### src/rtl/bshift_pkg.sv
package bshift_pkg;

    typedef enum logic [2:0] {
        SK_LSL = 3'd0,
        SK_LSR = 3'd1,
        SK_ASR = 3'd2,
        SK_ROR = 3'd3,
        SK_RRX = 3'd4
    } shift_kind_e;

endpackage

### src/rtl/bshift_amount_class.sv
module bshift_amount_class #(
    parameter int DATA_W    = 32,
    parameter int AMT_USE_W = 8,
    parameter int CLAMP_W   = $clog2(DATA_W + 1),
    parameter int ROT_W     = $clog2(DATA_W)
) (
    input  logic [AMT_USE_W-1:0] amt_i,
    output logic                 zero_o,
    output logic                 over_o,
    output logic [CLAMP_W-1:0]   clamp_o,
    output logic [ROT_W-1:0]     rot_o
);

    localparam logic [AMT_USE_W-1:0] FULL_AMT = AMT_USE_W'(DATA_W);

    always_comb begin
        zero_o  = (amt_i == '0);
        over_o  = (amt_i > FULL_AMT);
        clamp_o = over_o ? CLAMP_W'(DATA_W) : amt_i[CLAMP_W-1:0];
        rot_o   = amt_i[ROT_W-1:0];
    end

endmodule

### src/rtl/bshift_fill_chain.sv
module bshift_fill_chain #(
    parameter int W   = 33,
    parameter int STG = 6
) (
    input  logic [W-1:0]   data_i,
    input  logic           fill_i,
    input  logic [STG-1:0] amt_i,
    output logic [W-1:0]   data_o
);

    logic [W-1:0] lvl [STG+1];

    assign lvl[0] = data_i;

    for (genvar i = 0; i < STG; i++) begin : g_stage
        localparam int S = 1 << i;
        if (S >= W) begin : g_flood
            assign lvl[i+1] = amt_i[i] ? {W{fill_i}} : lvl[i];
        end else begin : g_shift
            assign lvl[i+1] = amt_i[i] ? {{S{fill_i}}, lvl[i][W-1:S]} : lvl[i];
        end
    end

    assign data_o = lvl[STG];

endmodule

### src/rtl/bshift_rot_chain.sv
module bshift_rot_chain #(
    parameter int W   = 32,
    parameter int STG = 5
) (
    input  logic [W-1:0]   data_i,
    input  logic [STG-1:0] amt_i,
    output logic [W-1:0]   data_o
);

    logic [W-1:0] lvl [STG+1];

    assign lvl[0] = data_i;

    for (genvar i = 0; i < STG; i++) begin : g_stage
        localparam int S = (1 << i) % W;
        if (S == 0) begin : g_ident
            assign lvl[i+1] = lvl[i];
        end else begin : g_rot
            assign lvl[i+1] = amt_i[i] ? {lvl[i][S-1:0], lvl[i][W-1:S]} : lvl[i];
        end
    end

    assign data_o = lvl[STG];

endmodule

### src/rtl/bshift_select.sv
module bshift_select
    import bshift_pkg::*;
#(
    parameter int DATA_W = 32
) (
    input  logic [2:0]        kind_i,
    input  logic [DATA_W-1:0] operand_i,
    input  logic              carry_i,
    input  logic              zero_i,
    input  logic              over_i,
    input  logic [DATA_W:0]   fill_out_i,
    input  logic [DATA_W-1:0] rot_out_i,
    output logic [DATA_W-1:0] result_o,
    output logic              carry_o
);

    logic [DATA_W-1:0] shifted;
    logic [DATA_W-1:0] mirrored;
    shift_kind_e       kind;

    always_comb begin
        shifted = fill_out_i[DATA_W:1];
        for (int b = 0; b < DATA_W; b++) begin
            mirrored[b] = shifted[DATA_W-1-b];
        end
    end

    always_comb begin
        kind     = shift_kind_e'(kind_i);
        result_o = operand_i;
        carry_o  = carry_i;
        case (kind)
            SK_LSL: begin
                if (!zero_i) begin
                    result_o = over_i ? '0 : mirrored;
                    carry_o  = over_i ? 1'b0 : fill_out_i[0];
                end
            end
            SK_LSR: begin
                if (!zero_i) begin
                    result_o = over_i ? '0 : shifted;
                    carry_o  = over_i ? 1'b0 : fill_out_i[0];
                end
            end
            SK_ASR: begin
                if (!zero_i) begin
                    result_o = shifted;
                    carry_o  = fill_out_i[0];
                end
            end
            SK_ROR: begin
                if (!zero_i) begin
                    result_o = rot_out_i;
                    carry_o  = rot_out_i[DATA_W-1];
                end
            end
            SK_RRX: begin
                result_o = {carry_i, operand_i[DATA_W-1:1]};
                carry_o  = operand_i[0];
            end
            default: begin
                result_o = operand_i;
                carry_o  = carry_i;
            end
        endcase
    end

endmodule

### src/rtl/barrel_shifter.sv
module barrel_shifter
    import bshift_pkg::*;
#(
    parameter int DATA_W    = 32,
    parameter int AMT_IN_W  = 32,
    parameter int AMT_USE_W = 8
) (
    input  logic [DATA_W-1:0]   operand_i,
    input  logic [2:0]          kind_i,
    input  logic [AMT_IN_W-1:0] amount_i,
    input  logic                carry_i,
    output logic [DATA_W-1:0]   result_o,
    output logic                carry_o
);

    localparam int EXT_W   = DATA_W + 1;
    localparam int CLAMP_W = $clog2(DATA_W + 1);
    localparam int ROT_W   = $clog2(DATA_W);

    logic [AMT_USE_W-1:0] amt_low;
    logic                 amt_zero;
    logic                 amt_over;
    logic [CLAMP_W-1:0]   amt_clamp;
    logic [ROT_W-1:0]     amt_rot;
    logic [DATA_W-1:0]    operand_rev;
    logic [EXT_W-1:0]     chain_in;
    logic                 chain_fill;
    logic [EXT_W-1:0]     chain_out;
    logic [DATA_W-1:0]    rot_out;

    assign amt_low = amount_i[AMT_USE_W-1:0];

    if (AMT_IN_W > AMT_USE_W) begin : g_hi_amt
        logic unused_amt_hi;
        assign unused_amt_hi = ^amount_i[AMT_IN_W-1:AMT_USE_W];
    end

    for (genvar b = 0; b < DATA_W; b++) begin : g_rev
        assign operand_rev[b] = operand_i[DATA_W-1-b];
    end

    always_comb begin
        chain_in   = (kind_i == SK_LSL) ? {operand_rev, 1'b0} : {operand_i, 1'b0};
        chain_fill = (kind_i == SK_ASR) ? operand_i[DATA_W-1] : 1'b0;
    end

    bshift_amount_class #(
        .DATA_W   (DATA_W),
        .AMT_USE_W(AMT_USE_W),
        .CLAMP_W  (CLAMP_W),
        .ROT_W    (ROT_W)
    ) u_class (
        .amt_i  (amt_low),
        .zero_o (amt_zero),
        .over_o (amt_over),
        .clamp_o(amt_clamp),
        .rot_o  (amt_rot)
    );

    bshift_fill_chain #(
        .W  (EXT_W),
        .STG(CLAMP_W)
    ) u_fill (
        .data_i(chain_in),
        .fill_i(chain_fill),
        .amt_i (amt_clamp),
        .data_o(chain_out)
    );

    bshift_rot_chain #(
        .W  (DATA_W),
        .STG(ROT_W)
    ) u_rot (
        .data_i(operand_i),
        .amt_i (amt_rot),
        .data_o(rot_out)
    );

    bshift_select #(
        .DATA_W(DATA_W)
    ) u_sel (
        .kind_i    (kind_i),
        .operand_i (operand_i),
        .carry_i   (carry_i),
        .zero_i    (amt_zero),
        .over_i    (amt_over),
        .fill_out_i(chain_out),
        .rot_out_i (rot_out),
        .result_o  (result_o),
        .carry_o   (carry_o)
    );

    // Output checks against the port-level rules
    always_comb begin
        if (kind_i <= 3'd3 && amt_low == '0) begin
            assert_zero_pass_R2: assert (result_o == operand_i && carry_o == carry_i)
                else $error("zero amount must pass operand and carry");
        end
        if (kind_i >= 3'd5) begin
            assert_spare_code_R10: assert (result_o == operand_i && carry_o == carry_i)
                else $error("spare code must pass operand and carry");
        end
        if ((kind_i == 3'd0 || kind_i == 3'd1) && amt_low > AMT_USE_W'(DATA_W)) begin
            assert_logic_over_R4: assert (result_o == '0 && !carry_o)
                else $error("over-range logical shift must clear result and carry");
        end
        if (kind_i == 3'd2 && amt_low >= AMT_USE_W'(DATA_W)) begin
            assert_asr_sat_R7: assert (result_o == {DATA_W{operand_i[DATA_W-1]}}
                                       && carry_o == operand_i[DATA_W-1])
                else $error("saturated arithmetic shift must copy sign");
        end
        if (kind_i == 3'd3 && amt_low != '0) begin
            assert_ror_carry_R8: assert (carry_o == result_o[DATA_W-1])
                else $error("rotate carry must equal top result bit");
        end
        if (kind_i == 3'd4) begin
            assert_rrx_bits_R9: assert (carry_o == operand_i[0] && result_o[DATA_W-1] == carry_i)
                else $error("rotate through carry bit placement");
        end
    end

endmodule

### config.mk
export PLATFORM = sky130hd
export DESIGN_NAME = barrel_shifter
export DESIGN_NICKNAME = d
export VERILOG_FILES = /design/src/rtl/bshift_pkg.sv /design/src/rtl/bshift_amount_class.sv /design/src/rtl/bshift_fill_chain.sv /design/src/rtl/bshift_rot_chain.sv /design/src/rtl/bshift_select.sv /design/src/rtl/barrel_shifter.sv
export SDC_FILE = /design/constraint.sdc
export NUM_CORES = 1
export LEC_CHECK = 0
export BUFFER_PORTS_ARGS = -buffer_cell sky130_fd_sc_hd__buf_2
export CELL_PAD_IN_SITES_DETAIL_PLACEMENT = 1
export CELL_PAD_IN_SITES_GLOBAL_PLACEMENT = 1
export CORE_MARGIN = 2
export CORE_UTILIZATION = 44
export DETAILED_ROUTE_END_ITERATION = 12
export PLACE_DENSITY_LB_ADDON = 0.15
export SYNTH_ARGS = -nofsm -noshare
export SYNTH_HDL_FRONTEND = slang
export SYNTH_SLANG_ARGS = --single-unit
### constraint.sdc
create_clock -name vclk -period 2.59
set_input_delay 0 -clock vclk [all_inputs]
set_output_delay 0 -clock vclk [all_outputs]
set_load 0.01 [all_outputs]
==> results of run 1 <==
==> cells by family after synthesis <==
family / after synthesis / synth area share
AO/OA/AOI/OAI: 403 / 0.373
XOR/XNOR: 1 / 0.00122
buffers and inverters: 147 / 0.0860
multiplexers: 139 / 0.317
AND/OR/NAND/NOR: 361 / 0.223
==> per-layer routing <==
metal | GRT overflow | global-route usage
met1 | 1 | 0.746
met2 | 11 | 0.895
met3 | 1 | 0.534
met4 | 18 | 0.715
met5 | 0 | 0.175
==> metrics by stage <==
step,utilization,instance area [sq um],worst slack [ns],cells
4_1_cts,0.630,10000,-0.168,1488
3_5_place_dp,0.586,9340,-0.445,1472
3_3_place_gp,0.586,9340,-0.360,1472
2_1_floorplan,-,7190,0.0943,1051
==> repair_timing <==
action | in CTS
setup buffers | 14
hold buffers | 0
gates resized for setup | 121
pin swaps | 46
cloned | 3
endpoints found under the setup margin | 33
==> metrics.cfg, run 1 <==
[synthesis]
synth_largest_area_cell = sky130_fd_sc_hd__mux4_2
synth_fp_nets = 1119
yosys.cell_types.count = 74
syn_inst = 1051
synth_top_cells_by_count = sky130_fd_sc_hd__nand2_1, sky130_fd_sc_hd__nor2_1, sky130_fd_sc_hd__clkbuf_1, sky130_fd_sc_hd__o21ai_0, sky130_fd_sc_hd__a21oi_1
part_of_the_yosys_area_used_for_sequential_elements = 0
netlist_area_before_placement_sq_mm = 0.00719
synth_warnings = 0
post_synthesis_mean_instance_area_sq_um = 6.84
synth.most_common_cell = sky130_fd_sc_hd__nand2_1
yosysTopAreaCellShare = 0.194
synthTopCellsByArea = sky130_fd_sc_hd__mux4_2, sky130_fd_sc_hd__nand2_1, sky130_fd_sc_hd__mux2i_1, sky130_fd_sc_hd__o21ai_0, sky130_fd_sc_hd__a21oi_1

[placement]
gp_routability_congestion = 1.09
place.detailed.hpwl_mm = 39.8
port_buffers = 77

[grt]
grtUsageTotal = 0.722
pin_count_of_the_biggest_net_entering_global_routing = 64
grt_pass1_wl_mm = 93.3
number_of_global_route_vias_before_repair = 13782
grt_remaining_overflow = 31

[floorplanning]
start_util = 0.451
number_of_top_level_pins = 101
rows = 46
die_width_um = 132
die_height_um = 132

[status]
toolErrorMsg = [ERROR GRT-0116] Global routing finished with congestion. Check the congestion regions in the DRC Viewer.
stop_stage = global routing
run_status = aborted with a tool error

==> inputs of run 2 (changes only) <==
Settings changed: CELL_PAD_IN_SITES_DETAIL_PLACEMENT 1 to not set, CELL_PAD_IN_SITES_GLOBAL_PLACEMENT 1 to not set, CORE_UTILIZATION 44 to 40.
==> run 2 against run 1 <==
Effect of this change:
- the flow now finishes, with violations (negative setup slack)
- area after synthesis unchanged
- synthesized cell count did not move
==> metrics.cfg, run 2 <==
[placement]
gp_routability_congestion = 1.16
worst_setup_slack_post_dpl_ns = -0.363
place.detailed.hpwl_mm = 34.9
port_buffers = 77
placement.cell_area_sq_mm = 0.00960

[timing]
relSlewSlack = 0.519
max_slew.worst_pin.slew_ns = 0.713
timing.final.setup_violations = 27
final_critical_path_setup_slack_ns = -0.172
clock.fmax_mhz = 362
worst_hold_slack_ns = 0.571
finalHoldViolCount = 0
rsz0062_at_grt = yes
setup_total_negative_slack_ns = -1.95
final-max-slew-violation-count = 0
final_min_period_over_clock_period = 1.07
final_period_minus_worst_setup_slack_ns = 2.76

[power]
p_clk_frac = 0
p_sw_frac = 0.574
p_leak_nw = 4.31
worst_ir_drop_on_vdd_mv = 0.147
internal_power_mw = 0.930
power.density_mw_per_mm2 = 208
combinationalPowerShare = 1.000
net-switching-power_mw = 1.25
power_frac_seq = 0

[status]
failed_checks = negative setup slack
run_status = finished with violations

[detailed_routing]
firstDrtPassIters = 6
detailed_route_via_count = 10844
drt-total-wl_mm = 46.0
wl_per_cell_um = 30.2
route.detailed.drc = 0
routed_via_density = 7.12
ant_nets = 0
drt_iter0_markers = 1658

[synthesis]
synth_top_cells_by_count = sky130_fd_sc_hd__nand2_1, sky130_fd_sc_hd__nor2_1, sky130_fd_sc_hd__clkbuf_1, sky130_fd_sc_hd__o21ai_0, sky130_fd_sc_hd__a21oi_1
post_synthesis_mean_instance_area_sq_um = 6.84
synthTopCellsByArea = sky130_fd_sc_hd__mux4_2, sky130_fd_sc_hd__nand2_1, sky130_fd_sc_hd__mux2i_1, sky130_fd_sc_hd__o21ai_0, sky130_fd_sc_hd__a21oi_1
synth_fp_nets = 1119
yosys.cell_types.count = 74
synth_largest_area_cell = sky130_fd_sc_hd__mux4_2
yosysTopAreaCellShare = 0.194
netlist_area_before_placement_sq_mm = 0.00719
part_of_the_yosys_area_used_for_sequential_elements = 0
syn_inst = 1051
synth_warnings = 0
synth.most_common_cell = sky130_fd_sc_hd__nand2_1

[cells_and_area]
drive_above_1_share = 0.444
area_growth_syn_to_layout_pct = 45.8
final_cell_mix = sky130_fd_sc_hd__buf_4, sky130_fd_sc_hd__nand2_1, sky130_fd_sc_hd__nor2_1, sky130_fd_sc_hd__a21oi_1, sky130_fd_sc_hd__buf_2
layout_commonest_cell = sky130_fd_sc_hd__buf_4
design.seq.count = 0
filler_cells = 1710
finish.instance_area_sq_mm = 0.0105
final-seq-area_sq_um = 0
clkbuf_count = 0
antenna_cells_inserted = 0
layout.nets = 1364

[floorplanning]
die_width_um = 138
die_area_sq_mm = 0.0191
number_of_top_level_pins = 101
rows = 49
core-area_sq_mm = 0.0178
die_height_um = 138
start_util = 0.404

[grt]
pin_count_of_the_biggest_net_entering_global_routing = 64
grt_antenna_before_repair = 3
grt_pass1_wl_mm = 66.4
top_usage_layer = met2
met3_track_utilization_from_global_routing = 0.131
global_route.usage.met1 = 0.604
number_of_global_route_vias_before_repair = 9985
grt_remaining_overflow = 0
grtUsageTotal = 0.457
gr-usage-met2 = 0.689

[setup_path]
startpoint_to_endpoint_class_of_the_critical_path = input port to output port
cp-end-kind = output port
critPathRequiredTime_ns = 2.59
critPathMaxFanout = 6
arrival_time_at_the_worst_endpoint_ns = 2.76
critical_path.startpoint_type = input port

[hold_path]
min_path_type = input port to output port

[flow_run]
max_cap_viol_count = 0

[clock_tree]
cts_hold_buffers = 0

[run 2: cells by family after synthesis]
| logic type | count (synthesis) | share of synthesized area |
|---|---|---|
| AOI/OAI and AO/OA | 403 | 0.373 |
| xor gates and xnor gates | 1 | 0.00122 |
| buffers and inverters | 147 | 0.0860 |
| muxes | 139 | 0.317 |
| and+or+nand+nor | 361 | 0.223 |
[run 2: through the flow]
stage / std cells / util / power (mW)
final: 1523 / 0.589 / 2.18
after global routing: 1523 / 0.589 / 2.26
after CTS: 1514 / 0.564 / 2.00
after detailed placement: 1504 / 0.540 / 1.91
after global placement: 1504 / 0.540 / 1.91
after floorplan: 1051 / - / 1.01
[run 2: final cells by class]
type | count | area (sq um) | area share
Inverter | 9 | 33.8 | 0.00322
Timing Repair Buffer | 381 | 2970 | 0.284
Tap cell | 229 | 287 | 0.0273
Multi-Input combinational cell | 904 | 7190 | 0.686
[run 2: path summary, 6_finish.rpt]
path      endpoint  cells past startpoint   startpoint
max   result_o[12]                     11  amount_i[7]
min        carry_o                      4      carry_i
[run 2: timing repair]
| item | 4_1_cts | 5_1_grt |
|---|---|---|
| buffers inserted | 8 | 9 |
| hold endpoints to repair | 0 | 0 |
| setup endpoints to repair | 33 | 33 |
| cloned | 2 | 1 |
| pin swaps | 25 | 39 |
| gates resized for setup | 79 | 76 |
[run 2: critical path, stage by stage]
cell                       delay, ns
sky130_fd_sc_hd__buf_6          0.10
sky130_fd_sc_hd__or4b_4         0.59
sky130_fd_sc_hd__buf_12         0.17
sky130_fd_sc_hd__mux2_2         0.26
sky130_fd_sc_hd__mux4_2         0.50
sky130_fd_sc_hd__o21ai_2        0.20
sky130_fd_sc_hd__buf_4          0.15
sky130_fd_sc_hd__o211ai_1       0.10
sky130_fd_sc_hd__and3_1         0.21
sky130_fd_sc_hd__o32a_1         0.32
sky130_fd_sc_hd__buf_2          0.15
[run 2: layer usage]
layer / part of all wire / wire (um) / up-vias
met5: 0.00022 / 10 / -
met4: 0.073 / 3360 / 2
met3: 0.14 / 6540 / 220
met2: 0.42 / 19200 / 963
met1: 0.37 / 16900 / 5088
li1: - / - / 4571
[run 2: power groups by stage]
stage	logic [mW]	registers (mW)	clock network, mW
finish	2.18	0	0
global route	2.26	0	0
CTS	2.00	0	0
detailed placement	1.91	0	0
global placement	1.91	0	0
floorplan	1.01	0	0
No activity file was read; power rests on OpenSTA's default activity.
==> inputs of run 3 (changes only) <==
Settings changed: BUFFER_PORTS_ARGS -buffer_cell sky130_fd_sc_hd__buf_2 to not set, CORE_UTILIZATION 40 to 50, DONT_BUFFER_PORTS set to 1.
==> run 3 against run 2 <==
Effect of this change:
- the run still ends with negative setup slack left
- power down 32%
- setup slack better by 0.16 ns
- final cell count is 20% lower
- critical path type unchanged
==> metrics.cfg, run 3 (same netlist as run 2, synthesis figures left out) <==
[status]
run_status = finished with violations
failed_checks = negative setup slack

[hold_path]
min_path_type = input port to output port
hold_path.startpoint = operand_i[8]
hold_path_depth = 1
worst_hold_path.endpoint = result_o[8]

[floorplanning]
rows = 43
start_util = 0.516
die_height_um = 124
die_width_um = 124
die_area_sq_mm = 0.0153
number_of_top_level_pins = 101
core-area_sq_mm = 0.0139

[detailed_routing]
drt_iter0_markers = 1802
drt-total-wl_mm = 42.1
detailed_route_via_count = 10087
ant_nets = 0
wl_per_cell_um = 34.6
routed_via_density = 8.29
route.detailed.drc = 0
firstDrtPassIters = 8

[timing]
finalHoldViolCount = 0
timing.final.setup_violations = 2
relSlewSlack = 0.346
final_min_period_over_clock_period = 1.00
final_period_minus_worst_setup_slack_ns = 2.60
max_slew.worst_pin.slew_ns = 0.971
final-max-slew-violation-count = 0
worst_hold_slack_ns = 0.164
rsz0062_at_grt = yes
clock.fmax_mhz = 385
final_critical_path_setup_slack_ns = -0.00879

[grt]
grt_antenna_before_repair = 2
grt_pass1_wl_mm = 60.4
number_of_global_route_vias_before_repair = 9257
pin_count_of_the_biggest_net_entering_global_routing = 75
grt_remaining_overflow = 0
grtUsageTotal = 0.540

[power]
net-switching-power_mw = 0.833
combinationalPowerShare = 1.000
p_leak_nw = 3.00
p_clk_frac = 0
fin_total_pwr_mw = 1.48
power_frac_seq = 0
internal_power_mw = 0.644
p_sw_frac = 0.564
worst_ir_drop_on_vdd_mv = 0.105
power.density_mw_per_mm2 = 181

[cells_and_area]
drive_above_1_share = 0.259
clkbuf_count = 0
layout_commonest_cell = sky130_fd_sc_hd__nand2_1
final-instance-count-excl-fill = 1217
layout.nets = 1106
final-seq-area_sq_um = 0
final_cell_mix = sky130_fd_sc_hd__nand2_1, sky130_fd_sc_hd__buf_4, sky130_fd_sc_hd__nor2_1, sky130_fd_sc_hd__o21ai_0, sky130_fd_sc_hd__a21oi_1
utilization = 0.585
finish.instance_area_sq_mm = 0.00815
filler_cells = 1327
design.seq.count = 0
area_growth_syn_to_layout_pct = 13.4

[setup_path]
max_stage_delay_ns = 0.79
cpMaxStageDelayCell = sky130_fd_sc_hd__or4b_2
critical_path.startpoint_type = input port
arrival_time_at_the_worst_endpoint_ns = 2.60
crit_top_cell = sky130_fd_sc_hd__buf_4
critPathMaxFanout = 14
cp-end-kind = output port
crit_chain = or4b_2 > buf_4 > a211oi_1 > o32ai_1 > a221oi_1 > o21ai_0 > o22ai_1 > o311ai_1 > buf_4
startpoint_to_endpoint_class_of_the_critical_path = input port to output port
critPathRequiredTime_ns = 2.59

[placement]
placement.cell_area_sq_mm = 0.00780
dp_cells = 1208
gp_routability_congestion = 1.09
port_buffers = 0
place.detailed.hpwl_mm = 29.3

[clock_tree]
cts_hold_buffers = 0

[flow_run]
max_cap_viol_count = 0

[run 3: cell count changes in the layout (fill, tap and decap cells not counted), moves of 6 or more]
cell | previous run | this run
sky130_fd_sc_hd__buf_12 | 14 | 8
sky130_fd_sc_hd__buf_2 | 74 | 0
sky130_fd_sc_hd__o21ai_1 | 14 | 7
sky130_fd_sc_hd__o21ai_0 | 73 | 88
sky130_fd_sc_hd__buf_6 | 15 | 2
sky130_fd_sc_hd__o21ai_2 | 9 | 1
sky130_fd_sc_hd__a21oi_1 | 80 | 87
sky130_fd_sc_hd__a21oi_2 | 9 | 3
sky130_fd_sc_hd__buf_4 | 274 | 113
[run 3: worst max path at each step]
stage / start / end / slack, ns / depth (start not counted)
detailed placement: amount_i[5] / result_o[28] / -0.05 / 10
global placement: kind_i[2] / result_o[26] / -0.08 / 11
finish: amount_i[5] / result_o[29] / -0.009 / 9
global route: amount_i[5] / result_o[13] / -0.07 / 10
floorplan: amount_i[7] / result_o[26] / 0.09 / 9
CTS: amount_i[5] / result_o[11] / 0.006 / 10
[run 3: what timing repair did]
action | in CTS | in global routing
pin swaps | 1 | 18
hold endpoints to repair | 0 | 0
buffers inserted | 2 | 6
endpoints found under the setup margin | 12 | 32
resized for setup | 8 | 54
[run 3: per-layer routing]
metal / vias to the layer above / routed length, um / track usage / share of wire
li1: 4057 / - / - / -
met1: 4613 / 14300 / 0.660 / 0.34
met2: 1074 / 16400 / 0.767 / 0.39
met3: 339 / 7190 / 0.236 / 0.17
met4: 4 / 4120 / 0.355 / 0.098
met5: - / 42 / 0.0174 / 0.0010
[run 3: cell type report]
| class | instances | area [sq um] | share of cell area |
|---|---|---|---|
| diodes | 1 | 2.50 | 0.000307 |
| well taps | 180 | 225 | 0.0276 |
| multi-input cells | 904 | 6860 | 0.841 |
| inverters | 9 | 33.8 | 0.00415 |
| repair buffers | 123 | 1030 | 0.127 |
[run 3: power by group through the flow]
stage	Combinational (mW)	Sequential, mW	Clock (mW)
floorplan	1.01	0	0
global placement	1.33	0	0
detailed placement	1.33	0	0
CTS	1.34	0	0
global route	1.53	0	0.0000000526
finish	1.48	0	0.0000000532
[run 3: critical path: cells and delay by family]
| family | cells | cell delay [ns] |
|---|---|---|
| AOI/OAI and AO/OA | 6 | 1.34 |
| and+or+nand+nor | 1 | 0.79 |
| buffers and inverters | 2 | 0.47 |
[run 3: stage by stage]
step | setup slack (ns) | TNS [ns]
floorplan | 0.0943 | 0
global placement | -0.0787 | -0.254
detailed placement | -0.0548 | -0.294
CTS | 0.00617 | 0
global route | -0.0653 | -0.204
finish | -0.00879 | -0.0144
